### config.mk
export PLATFORM = sky130hd
export DESIGN_NAME = scb_regs
export DESIGN_NICKNAME = d
export VERILOG_FILES = /design/src/rtl/scb_pkg.sv /design/src/rtl/scb_cause_reg.sv /design/src/rtl/scb_cmd_slot.sv /design/src/rtl/scb_regs.sv
export SDC_FILE = /design/constraint.sdc
export NUM_CORES = 1
export LEC_CHECK = 0
export CORE_MARGIN = 2
export CORE_UTILIZATION = 45
export CTS_CLUSTER_DIAMETER = 200
export DETAILED_ROUTE_END_ITERATION = 8
export DONT_BUFFER_PORTS = 1
export SKIP_LAST_GASP = 1
export SYNTH_ARGS = -nofsm -noshare
export SYNTH_HDL_FRONTEND = slang
export SYNTH_SLANG_ARGS = --single-unit
export TNS_END_PERCENT = 20
### constraint.sdc
create_clock -name clk -period 1.43 [get_ports clk]
set_input_delay 0.286 -clock clk [delete_from_list [all_inputs] [get_ports clk]]
set_output_delay 0.286 -clock clk [all_outputs]
set_load 0.02 [all_outputs]
### src/rtl/scb_pkg.sv
package scb_pkg;
  localparam int WORD_W   = 16;
  localparam int CAUSE_W  = 8;   // status bits 15:8
  localparam logic [CAUSE_W-1:0] ACK_MASK = 8'hFD;  // clearable causes
  localparam logic [CAUSE_W-1:0] EVT_MASK = 8'hF9;  // causes a unit may raise
  localparam int SWI_IDX  = 2;   // status bit 10

  // Next cause vector: clear written ones first, new events win.
  function automatic logic [CAUSE_W-1:0] cause_next(
      input logic [CAUSE_W-1:0] cur,
      input logic [CAUSE_W-1:0] clr,
      input logic [CAUSE_W-1:0] set);
    return (cur & ~(clr & ACK_MASK)) | set;
  endfunction

  // Next pending code of a command field.
  function automatic logic [3:0] slot_next(
      input logic [3:0] cur,
      input logic       wr,
      input logic [3:0] code,
      input logic       take);
    logic [3:0] n;
    n = cur;
    if (cur != '0 && take) n = '0;
    else if (cur == '0 && wr) n = code;
    return n;
  endfunction
endpackage

### src/rtl/scb_cause_reg.sv
module scb_cause_reg
  import scb_pkg::*;
(
  input  logic               clk,
  input  logic               rst_n,
  input  logic [CAUSE_W-1:0] clr_bits,
  input  logic [CAUSE_W-1:0] set_bits,
  output logic [CAUSE_W-1:0] q
);
  always_ff @(posedge clk or negedge rst_n) begin
    if (!rst_n) q <= '0;
    else        q <= cause_next(q, clr_bits, set_bits);
  end
endmodule

### src/rtl/scb_cmd_slot.sv
module scb_cmd_slot #(
  parameter int W = 4
) (
  input  logic         clk,
  input  logic         rst_n,
  input  logic         wr,
  input  logic [W-1:0] wr_code,
  input  logic         take,
  output logic [W-1:0] code,
  output logic         valid
);
  localparam int PAD = 4 - W;
  logic [3:0] nxt;
  logic [3:0] cur4;
  logic [3:0] code4;

  generate
    if (PAD > 0) begin : g_pad
      assign cur4  = {{PAD{1'b0}}, code};
      assign code4 = {{PAD{1'b0}}, wr_code};
    end else begin : g_nopad
      assign cur4  = code;
      assign code4 = wr_code;
    end
  endgenerate

  assign nxt = scb_pkg::slot_next(cur4, wr, code4, take);

  always_ff @(posedge clk or negedge rst_n) begin
    if (!rst_n) code <= '0;
    else        code <= nxt[W-1:0];
  end

  assign valid = (code != '0);

  logic unused_hi;
  assign unused_hi = ^nxt;
endmodule

### src/rtl/scb_regs.sv
module scb_regs
  import scb_pkg::*;
#(
  parameter int CU_W  = 4,
  parameter int RU_W  = 3,
  parameter int CUS_W = 2,
  parameter int RUS_W = 4
) (
  input  logic              clk,
  input  logic              rst_n,
  input  logic              wr_en,
  input  logic              wr_sel,
  input  logic [15:0]       wr_data,
  output logic [15:0]       rd_status,
  output logic [15:0]       rd_command,
  input  logic [7:0]        cause_evt,
  input  logic [CUS_W-1:0]  cu_state,
  input  logic [RUS_W-1:0]  ru_state,
  output logic              cu_cmd_valid,
  output logic [CU_W-1:0]   cu_cmd_code,
  input  logic              cu_cmd_accept,
  output logic              ru_cmd_valid,
  output logic [RU_W-1:0]   ru_cmd_code,
  input  logic              ru_cmd_accept,
  output logic              irq
);
  localparam int CU_LSB = 4;
  localparam int MASK_B = 8;
  localparam int SWI_B  = 9;

  // Named internal events, visible to the checker.
  logic               wr_stat, wr_cmd;
  logic [CAUSE_W-1:0] clr_vec, set_vec, cause_q;
  logic               mask_q;

  assign wr_stat = wr_en && !wr_sel;
  assign wr_cmd  = wr_en &&  wr_sel;
  assign clr_vec = wr_stat ? wr_data[15:8] : '0;
  assign set_vec = (cause_evt & EVT_MASK) |
                   ((wr_cmd && wr_data[SWI_B]) ? CAUSE_W'(1 << SWI_IDX) : '0);

  scb_cause_reg u_cause (
    .clk(clk), .rst_n(rst_n),
    .clr_bits(clr_vec), .set_bits(set_vec), .q(cause_q));

  scb_cmd_slot #(.W(CU_W)) u_cu (
    .clk(clk), .rst_n(rst_n),
    .wr(wr_cmd), .wr_code(wr_data[CU_LSB +: CU_W]), .take(cu_cmd_accept),
    .code(cu_cmd_code), .valid(cu_cmd_valid));

  scb_cmd_slot #(.W(RU_W)) u_ru (
    .clk(clk), .rst_n(rst_n),
    .wr(wr_cmd), .wr_code(wr_data[RU_W-1:0]), .take(ru_cmd_accept),
    .code(ru_cmd_code), .valid(ru_cmd_valid));

  always_ff @(posedge clk or negedge rst_n) begin
    if (!rst_n)      mask_q <= 1'b0;
    else if (wr_cmd) mask_q <= wr_data[MASK_B];
  end

  assign rd_status  = {cause_q, cu_state, ru_state, 2'b00};
  assign rd_command = {6'b0, 1'b0, mask_q, cu_cmd_code, 1'b0, ru_cmd_code};
  assign irq        = (|cause_q) && !mask_q;

  logic unused_wr;
  assign unused_wr = ^{wr_data[15:10], wr_data[3], wr_data[7:0]};
endmodule

==> flow_summary.yaml, run 1 <==
run_status:
  status: "finished with violations"
  violations: "negative setup slack"
setup_path:
  reg2regPathDepth: 2
  critPathLaunchType: "flop"
  crit_required_ps: 1140
  slowest_stage: "or4_4"
  slowest_delay_ps: 610
  r2r_start: "u_cu.code[3]$_DFFE_PN0P_"
  worstPathMaxFanout: 5
  path_cells: "or4_4"
  r2r-end: "u_cu.code[2]$_DFFE_PN0P_"
  arrival_ps: 1270
  critPathKind: "reg -> out"
  cp-end-kind: "primary output"
  reg2reg_slack_ps: 170
  crit_family: "simple AND/OR/NAND/NOR gates"
  cp_num_buf_inv: 0
hold_path:
  hold_depth: 1
  hold_end: "u_ru.code[2]$_DFFE_PN0P_"
  hp-start: "ru_cmd_accept"
  hp-class: "in -> reg"
clock_network:
  clockBufferDepth: 2
  post-cts-setup-buffers: 0
  clk_pin_slew_ps: 80
  cts_tree: "done"
  ctsRootBufferMaster: "clkbuf_4"
  cts.sinks: 15
  cts-buffers-inserted: 3
  worstSkewPairLatency_ps: 270
  h-tree-depth: 1
pwr:
  power.density_nw_per_um2: 1170
  p_leak_nw: 0.376
  vdd_drop_max_mv: 0.583
drt:
  top_layer_used: "met4"
  dr_wl_met3_um: 173
  ant_nets: 0
  wl_per_cell_um: 14.2
  drt_wl_total_mm: 1.60
  route.vias.total: 552
  wl_met2_um: 792
  first_pass_iters: 3
  drc: 0
  vias_per_cell: 4.88
  drt-initial-drc-count: 3
  drt-met1-wl_um: 630
placement:
  pre_cts_ws_ps: 9.15
  place_hpwl_mm: 1.24
  portBuffers: 0
  place_congestion: 0.626
die:
  die_width_um: 47.3
  initial_core_util_pct: 48.4
  die_h_um: 47.3
  num_io_pins: 78
  num_rows: 15
  die_area_um2: 2240
  core_um2: 1750
timing:
  finClkSkew_ps: 1.61
  fmax_mhz: 645
  fin_ws_ps: -121
  fin_crit_sh_pct: 108
  hold_viol: 0
  setup_viol: 3
  maxSlewHeadroom_pct: 55.6
  worstMarginPinSlew_ps: 665
  rsz0062_at_grt: "true"
  finalMaxSlewViolations: 0
  period_needed_ps: 1550
cells_and_area:
  seq_area_um2: 377
  final_nets: 125
  antennaDiodeCount: 0
  final_core_util_pct: 49.5
  area.growth.synth_to_final_pct: 2.37
  fill_cells: 171
  multi_input_area_um2: 289
  layout-drive-gt1-share_pct: 23.9
job:
  max-cap-violations: 0
synth:
  synth_cell_types: 18
  yosysWarnings: 0
  avgSynthCellArea_um2: 9.60
  ys_seq_area_share_pct: 44.4
  synthCells: 88
  ys_ff_latch: 15
  synth_area_um2: 845
grt:
  grt_max_degree: 17
  grt-ovfl-total: 0
  grt_pass1_vias: 550
  grt_usage_pct: 14.7
  antenna_found_initial: 0
  grt_pass1_wl_mm: 2.25
layer usage:
metal	GRT usage, %	up-vias
met3	5.00	2
met2	25.9	36
met5	0	-
met4	5.56	0
met1	16.2	254
li1	-	260
worst max-delay path by stage:
stage,start,cells after the start,slack (ps),to
after floorplan,u_cu.code[1]$_DFFE_PN0P_,2,10,cu_cmd_valid
after global placement,u_cu.code[2]$_DFFE_PN0P_,2,60,u_cu.code[2]$_DFFE_PN0P_
after detailed placement,u_cu.code[2]$_DFFE_PN0P_,2,9,u_cu.code[2]$_DFFE_PN0P_
after CTS,u_cu.code[3]$_DFFE_PN0P_,1,-140,cu_cmd_valid
after global routing,u_cu.code[3]$_DFFE_PN0P_,1,-160,cu_cmd_valid
final,u_cu.code[3]$_DFFE_PN0P_,1,-120,cu_cmd_valid
cells in the final DEF (no fill, tap or decap), drive strengths merged:
cell type    instances
dfrtp               15
buf                 14
conb                11
a21o                 7
inv                  7
nand3                7
o22ai                7
nand3b               6
clkbuf               4
nand2                2
or3                  1
a22o                 1
nor4                 1
nor3                 1
a21oi                1
or4                  1
mux2                 1
dlygate4sd3          1
repair_timing:
item                       4_1_cts  5_1_grt
hold endpoints to repair        15        0
pin swaps                        1        0
setup endpoints to repair        4        3
hold buffers                     1        0
gates resized for setup          1        2
synthesized netlist by cell type:
library cell / number / area share (%)
buf_4: 25 / 22
dfrtp_1: 15 / 44
a21o_1: 7 / 6.2
inv_1: 7 / 3.1
nand3_1: 7 / 4.1
o22ai_1: 7 / 5.2
nand3b_1: 6 / 5.3
buf_2: 2 / 1.2
clkbuf_1: 2 / 0.89
nand2_1: 2 / 0.89
a21oi_1: 1 / 0.59
a22o_1: 1 / 1.0
conb_1: 1 / 0.44
mux2_1: 1 / 1.3
nor3_1: 1 / 0.59
nor4_1: 1 / 0.74
or3_1: 1 / 0.74
or4_1: 1 / 0.89
cell families (layout without fill, tap and decap cells):
family          count (synthesis)  in the layout  share of synthesized area [%]
buf+inv                        36             26                           27.4
other cells                     1             11                          0.444
flops                          15             15                           44.4
mux                             1              1                           1.33
simple gates                   19             19                           13.3
compound gates                 16             16                           13.0
cell type report:
| type | instances | area share (%) |
|---|---|---|
| Tap cell | 25 | 3.62 |
| Timing Repair Buffer | 15 | 13.3 |
| Sequential cell | 15 | 43.6 |
| Multi-Input combinational cell | 47 | 33.4 |
| Clock buffer | 4 | 3.04 |
| Inverter | 7 | 3.04 |
state kept, by name, summed over array words and instances, names as in the netlist:
| register | count |
|---|---|
| mask_q | 1 |
| u_ru.code | 3 |
| u_cause.q | 7 |
| u_cu.code | 4 |
stage by stage:
step	std cells	total power [mW]	cell area (um2)	TNS, ps	hold WS (ps)
after global placement	108	0.765	815	0	-9.27
after detailed placement	108	0.769	815	0	-9.32
after floorplan	98	0.794	883	0	-9.59
after global routing	113	1.08	865	-343	76.0
after CTS	113	1.02	855	-283	88.5
final	113	1.01	865	-160	98.8
power by group:
| part | internal, mW | switching (mW) |
|---|---|---|
| logic | 0.0947 | 0.195 |
| clock network | 0.108 | 0.123 |
| registers | 0.461 | 0.0292 |
Power figures use the tool's default switching activity.
==> inputs of run 2 (changes only) <==
CORE_UTILIZATION = 23   (was 45)
==> run 2 against run 1 <==
Compared with the run above:
- the run still ends with negative setup slack left
- wire length rose by 16%
- sequential share of layout area shrank 1.9 points
- clock power up 48%
- sequential cell count stayed put
- total power is 11% higher
- combinational power about the same
- critical path depth stayed put
- critical endpoint unchanged
==> flow_summary.yaml, run 2 (synthesized netlist as in run 1, its figures left out) <==
job:
  max-cap-violations: 0
setup_path:
  crit_required_ps: 1140
  critPathKind: "reg -> out"
  cp-end-kind: "primary output"
  worstPathMaxFanout: 5
  cp_num_buf_inv: 0
  arrival_ps: 1240
  crit_family: "simple AND/OR/NAND/NOR gates"
  slowest_stage: "or4_4"
  path_cells: "or4_4"
  slowest_delay_ps: 610
  critPathLaunchType: "flop"
timing:
  fin_crit_sh_pct: 107
  finClkSkew_ps: 0.234
  holdWs_ps: 132
  fmax_mhz: 655
  rsz0062_at_grt: "true"
  fin_ws_ps: -96.7
  period_needed_ps: 1530
  hold_viol: 0
  worstMarginPinSlew_ps: 705
  setup_viol: 3
  finalMaxSlewViolations: 0
  maxSlewHeadroom_pct: 52.9
clock_network:
  clk_pin_slew_ps: 70
  worstSkewPairLatency_ps: 250
  clockBufferDepth: 2
  ctsRootBufferMaster: "clkbuf_8"
  cts-buffers-inserted: 3
  cts.sinks: 15
  cts_tree: "done"
  h-tree-depth: 1
die:
  num_io_pins: 78
  initial_core_util_pct: 23.4
  core_um2: 3610
  die_width_um: 64.6
  die_area_um2: 4170
  num_rows: 22
  die_h_um: 64.6
cells_and_area:
  fin_area_um2: 903
  antennaDiodeCount: 0
  layout_common_cells: "dfrtp_1 (14), buf_4 (14), conb_1 (11)"
  layout-drive-gt1-share_pct: 22.7
  final_nets: 125
  area.growth.synth_to_final_pct: 6.96
  largest_reg_flops: 7
  largestRegisters: "u_cause.q x7, u_cu.code x4, u_ru.code x3"
  fill_cells: 393
  regMostFlops: "u_cause.q"
pwr:
  vdd_drop_max_mv: 0.371
  power_mw: 1.12
  power.density_nw_per_um2: 1240
  p_leak_nw: 0.387
drt:
  drt-initial-drc-count: 18
  first_pass_iters: 3
  drt-met1-wl_um: 752
  top_layer_used: "met4"
  vias_per_cell: 4.31
  wl_met2_um: 879
  drc: 0
  wl_per_cell_um: 13.6
  dr_wl_met3_um: 211
  route.vias.total: 586
  ant_nets: 0
  drt_wl_total_mm: 1.85
grt:
  antenna_found_initial: 0
  grt-ovfl-total: 0
  grt_max_degree: 17
  grt_pass1_vias: 630
  grt_pass1_wl_mm: 2.95
  grt_usage_pct: 9.33
hold_path:
  hp-class: "in -> reg"
run_status:
  status: "finished with violations"
  violations: "negative setup slack"
placement:
  dpl_cell_area_um2: 843
  place_hpwl_mm: 1.48
  portBuffers: 0
  place_congestion: 0.588
==> run 2: cell types whose count changed in the layout (fill, tap and decap cells not counted), sizes merged <==
cell,before,now
clkinv,0,1
clkbuf,4,3
==> run 2: layer usage <==
layer / global-route usage, % / vias up
met3: 4.51 / 2
met1: 10.7 / 274
met4: 2.93 / 0
met2: 15.2 / 48
li1: - / 262
met5: 0 / -
==> run 2: path summary, 6_finish.rpt <==
kind                       slack, ps  depth (start not counted)                     start                  endpoint
max in group asynchronous        420                          1                     rst_n  u_cu.code[2]$_DFFE_PN0P_
max                             -100                          1  u_cu.code[3]$_DFFE_PN0P_              cu_cmd_valid
min reg2reg                      620                          2    u_cause.q[4]$_DFF_PN0_    u_cause.q[4]$_DFF_PN0_
min                              130                          1              cause_evt[4]    u_cause.q[4]$_DFF_PN0_
max reg2reg                      160                          2  u_cu.code[3]$_DFFE_PN0P_  u_cu.code[0]$_DFFE_PN0P_
min in group asynchronous        530                          1                     rst_n  u_ru.code[2]$_DFFE_PN0P_
==> run 2: repair_timing <==
action                     CTS  global route
hold buffers                 1             0
gates resized for setup      1             0
hold endpoints to repair    15             0
pin swaps                    1             0
setup endpoints to repair    3             3
buffers inserted             0             0
==> run 2: final cells by class <==
type,count,area [um2],share of cell area (%)
well taps,48,60.1,6.65
flip-flops and latches,15,377,41.7
repair buffers,15,115,12.7
clock inverters,1,5.00,0.554
multi-input cells,47,279,30.9
clock buffers,3,41.3,4.57
inverters,7,26.3,2.91
==> run 2: through the flow <==
stage	TNS [ps]	util, %	setup slack [ps]	std cells
2_1_floorplan	0	-	11.3	98
5_1_grt	-303	25.1	-131	136
3_5_place_dp	0	23.4	29.0	131
6_report	-106	25.1	-96.7	136
4_1_cts	-175	25.1	-112	136
3_3_place_gp	0	23.4	70.3	131
==> run 2: power breakdown <==
part | total, mW | leakage (nW) | internal [mW] | switching, mW
Combinational | 0.292 | 0.190 | 0.0939 | 0.198
Clock | 0.343 | 0.0255 | 0.193 | 0.150
Sequential | 0.490 | 0.171 | 0.462 | 0.0274
==> inputs of run 3 (changes only) <==
==> constraint.sdc (replaced) <==
create_clock -name clk -period 1.43 [get_ports clk]
set_input_delay 0.0715 -clock clk [delete_from_list [all_inputs] [get_ports clk]]
set_output_delay 0.0715 -clock clk [all_outputs]
set_load 0.02 [all_outputs]
==> run 3 against run 2 <==
Compared with the run above:
- the flow now finishes without violations
- via count is 11% higher
- sequential cell count stayed put
- die area stayed put
- core utilization is 4.3 points higher
- clock skew hardly changed
- cell count is 10% higher
- first-iteration DRC count is 11% higher
- highest routed layer unchanged
==> flow_summary.yaml, run 3 (synthesized netlist as in run 1, its figures left out) <==
timing:
  setup_viol: 0
  worstMarginPinSlew_ps: 726
  fin_ws_ps: 23.8
  finalMaxSlewViolations: 0
  tns_ps: 0
  period_needed_ps: 1410
  hold_viol: 0
  fmax_mhz: 711
  finClkSkew_ps: 0.253
  maxSlewHeadroom_pct: 51.4
  holdWs_ps: 11.6
  fin_crit_sh_pct: 98.3
  rsz0062_at_grt: "true"
drt:
  drt-initial-drc-count: 20
  first_pass_iters: 4
  ant_nets: 0
  drt_wl_total_mm: 2.20
  vias_per_cell: 4.35
  drc: 0
  wl_per_cell_um: 14.6
  route.vias.total: 653
job:
  max-cap-violations: 0
grt:
  grt_max_degree: 16
  grt_pass1_vias: 743
  grt_usage_pct: 11.1
  grt_pass1_wl_mm: 3.46
  antenna_found_initial: 0
  grt-ovfl-total: 0
cells_and_area:
  layout-drive-gt1-share_pct: 14.7
  layout_common_cells: "dlygate4sd3_1 (19), dfrtp_1 (15), conb_1 (11)"
  final_common_cell: "dlygate4sd3_1"
  regMostFlops: "u_cause.q"
  largestRegisters: "u_cause.q x7, u_cu.code x4, u_ru.code x3"
  layoutNonFillerInstCount: 150
  final_nets: 139
  largest_reg_flops: 7
  antennaDiodeCount: 0
  final_core_util_pct: 29.3
  fin_area_um2: 1060
  area.growth.synth_to_final_pct: 25.2
setup_path:
  r2r_start: "u_cu.code[3]$_DFFE_PN0P_"
  worst-path-stages: 2
  path_cells: "or4_4, buf_4"
  crit_family: "simple AND/OR/NAND/NOR gates"
  reg2reg_slack_ps: 130
  endpoint: "cu_cmd_valid"
  cp-end-kind: "primary output"
  slowest_stage: "or4_4"
  reg2regPathDepth: 3
  critPathLaunchType: "flop"
  cp-startpoint: "u_cu.code[3]$_DFFE_PN0P_"
  critPathKind: "reg -> out"
  arrival_ps: 1330
  cp_num_buf_inv: 1
  crit_required_ps: 1360
  slowest_delay_ps: 540
  r2r-end: "u_cu.code[2]$_DFFE_PN0P_"
  worstPathMaxFanout: 2
run_status:
  status: "completed"
die:
  die_area_um2: 4170
  initial_core_util_pct: 23.4
  die_h_um: 64.6
  num_rows: 22
  core_um2: 3610
  num_io_pins: 78
  die_width_um: 64.6
placement:
  place_congestion: 0.613
  dpl_cell_area_um2: 805
  portBuffers: 0
  place_hpwl_mm: 1.52
  pre_cts_ws_ps: 171
  placedCellCount: 126
clock_network:
  clockBufferDepth: 2
  cts.sinks: 15
  ctsRootBufferMaster: "clkbuf_8"
  cts_tree: "done"
  cts-buffers-inserted: 3
  clk_pin_slew_ps: 60
  worstSkewPairLatency_ps: 240
  h-tree-depth: 1
pwr:
  p_leak_nw: 0.443
  power_mw: 1.19
  vdd_drop_max_mv: 0.534
  power.density_nw_per_um2: 1120
hold_path:
  hp-class: "in -> reg"
run 3: power by group:
group | switching [mW] | leakage, nW | internal, mW
Combinational | 0.194 | 0.248 | 0.138
Sequential | 0.0521 | 0.173 | 0.462
Clock | 0.146 | 0.0228 | 0.197
run 3: worst register-to-register path: cells and delay by family, from the launching register on:
family	cells	cell delay (ps)
flip-flops	1	380
AND/OR/NAND/NOR	1	540
buffers and inverters	1	160
AO/OA/AOI/OAI	1	140
run 3: repair_timing:
| item | 4_1_cts | 5_1_grt |
|---|---|---|
| pin swaps | 1 | 0 |
| gates resized for setup | 1 | 1 |
| endpoints found under the hold margin | 30 | 0 |
| hold buffers | 19 | 0 |
| setup endpoints to repair | 1 | 2 |
| setup buffers | 1 | 0 |
run 3: per-layer routing:
layer,vias to the layer above,part of all wire (%),global-route usage [%]
met4,0,1.5,2.39
met2,50,50,20.3
met1,307,39,11.7
li1,292,-,-
met5,-,0,0
met3,4,8.8,4.69
run 3: final cells by class:
cell class	count	area [um2]
fill	397	2550
sequential	15	375
multi-input combinational	47	285
timing repair buffer	29	265
tap	48	60.1
clock buffer	4	45.0
inverter	7	26.3
run 3: worst min-delay path by stage:
stage	depth (start not counted)	start	slack (ps)	end
after CTS	2	wr_en	9	u_cause.q[2]$_DFF_PN0_
after detailed placement	0	rst_n	-220	mask_q$_DFFE_PN0P_
after global placement	0	rst_n	-220	mask_q$_DFFE_PN0P_
after floorplan	0	rst_n	-220	mask_q$_DFFE_PN0P_
after global routing	2	wr_data[2]	4	u_ru.code[2]$_DFFE_PN0P_
final	2	wr_en	10	u_cause.q[2]$_DFF_PN0_
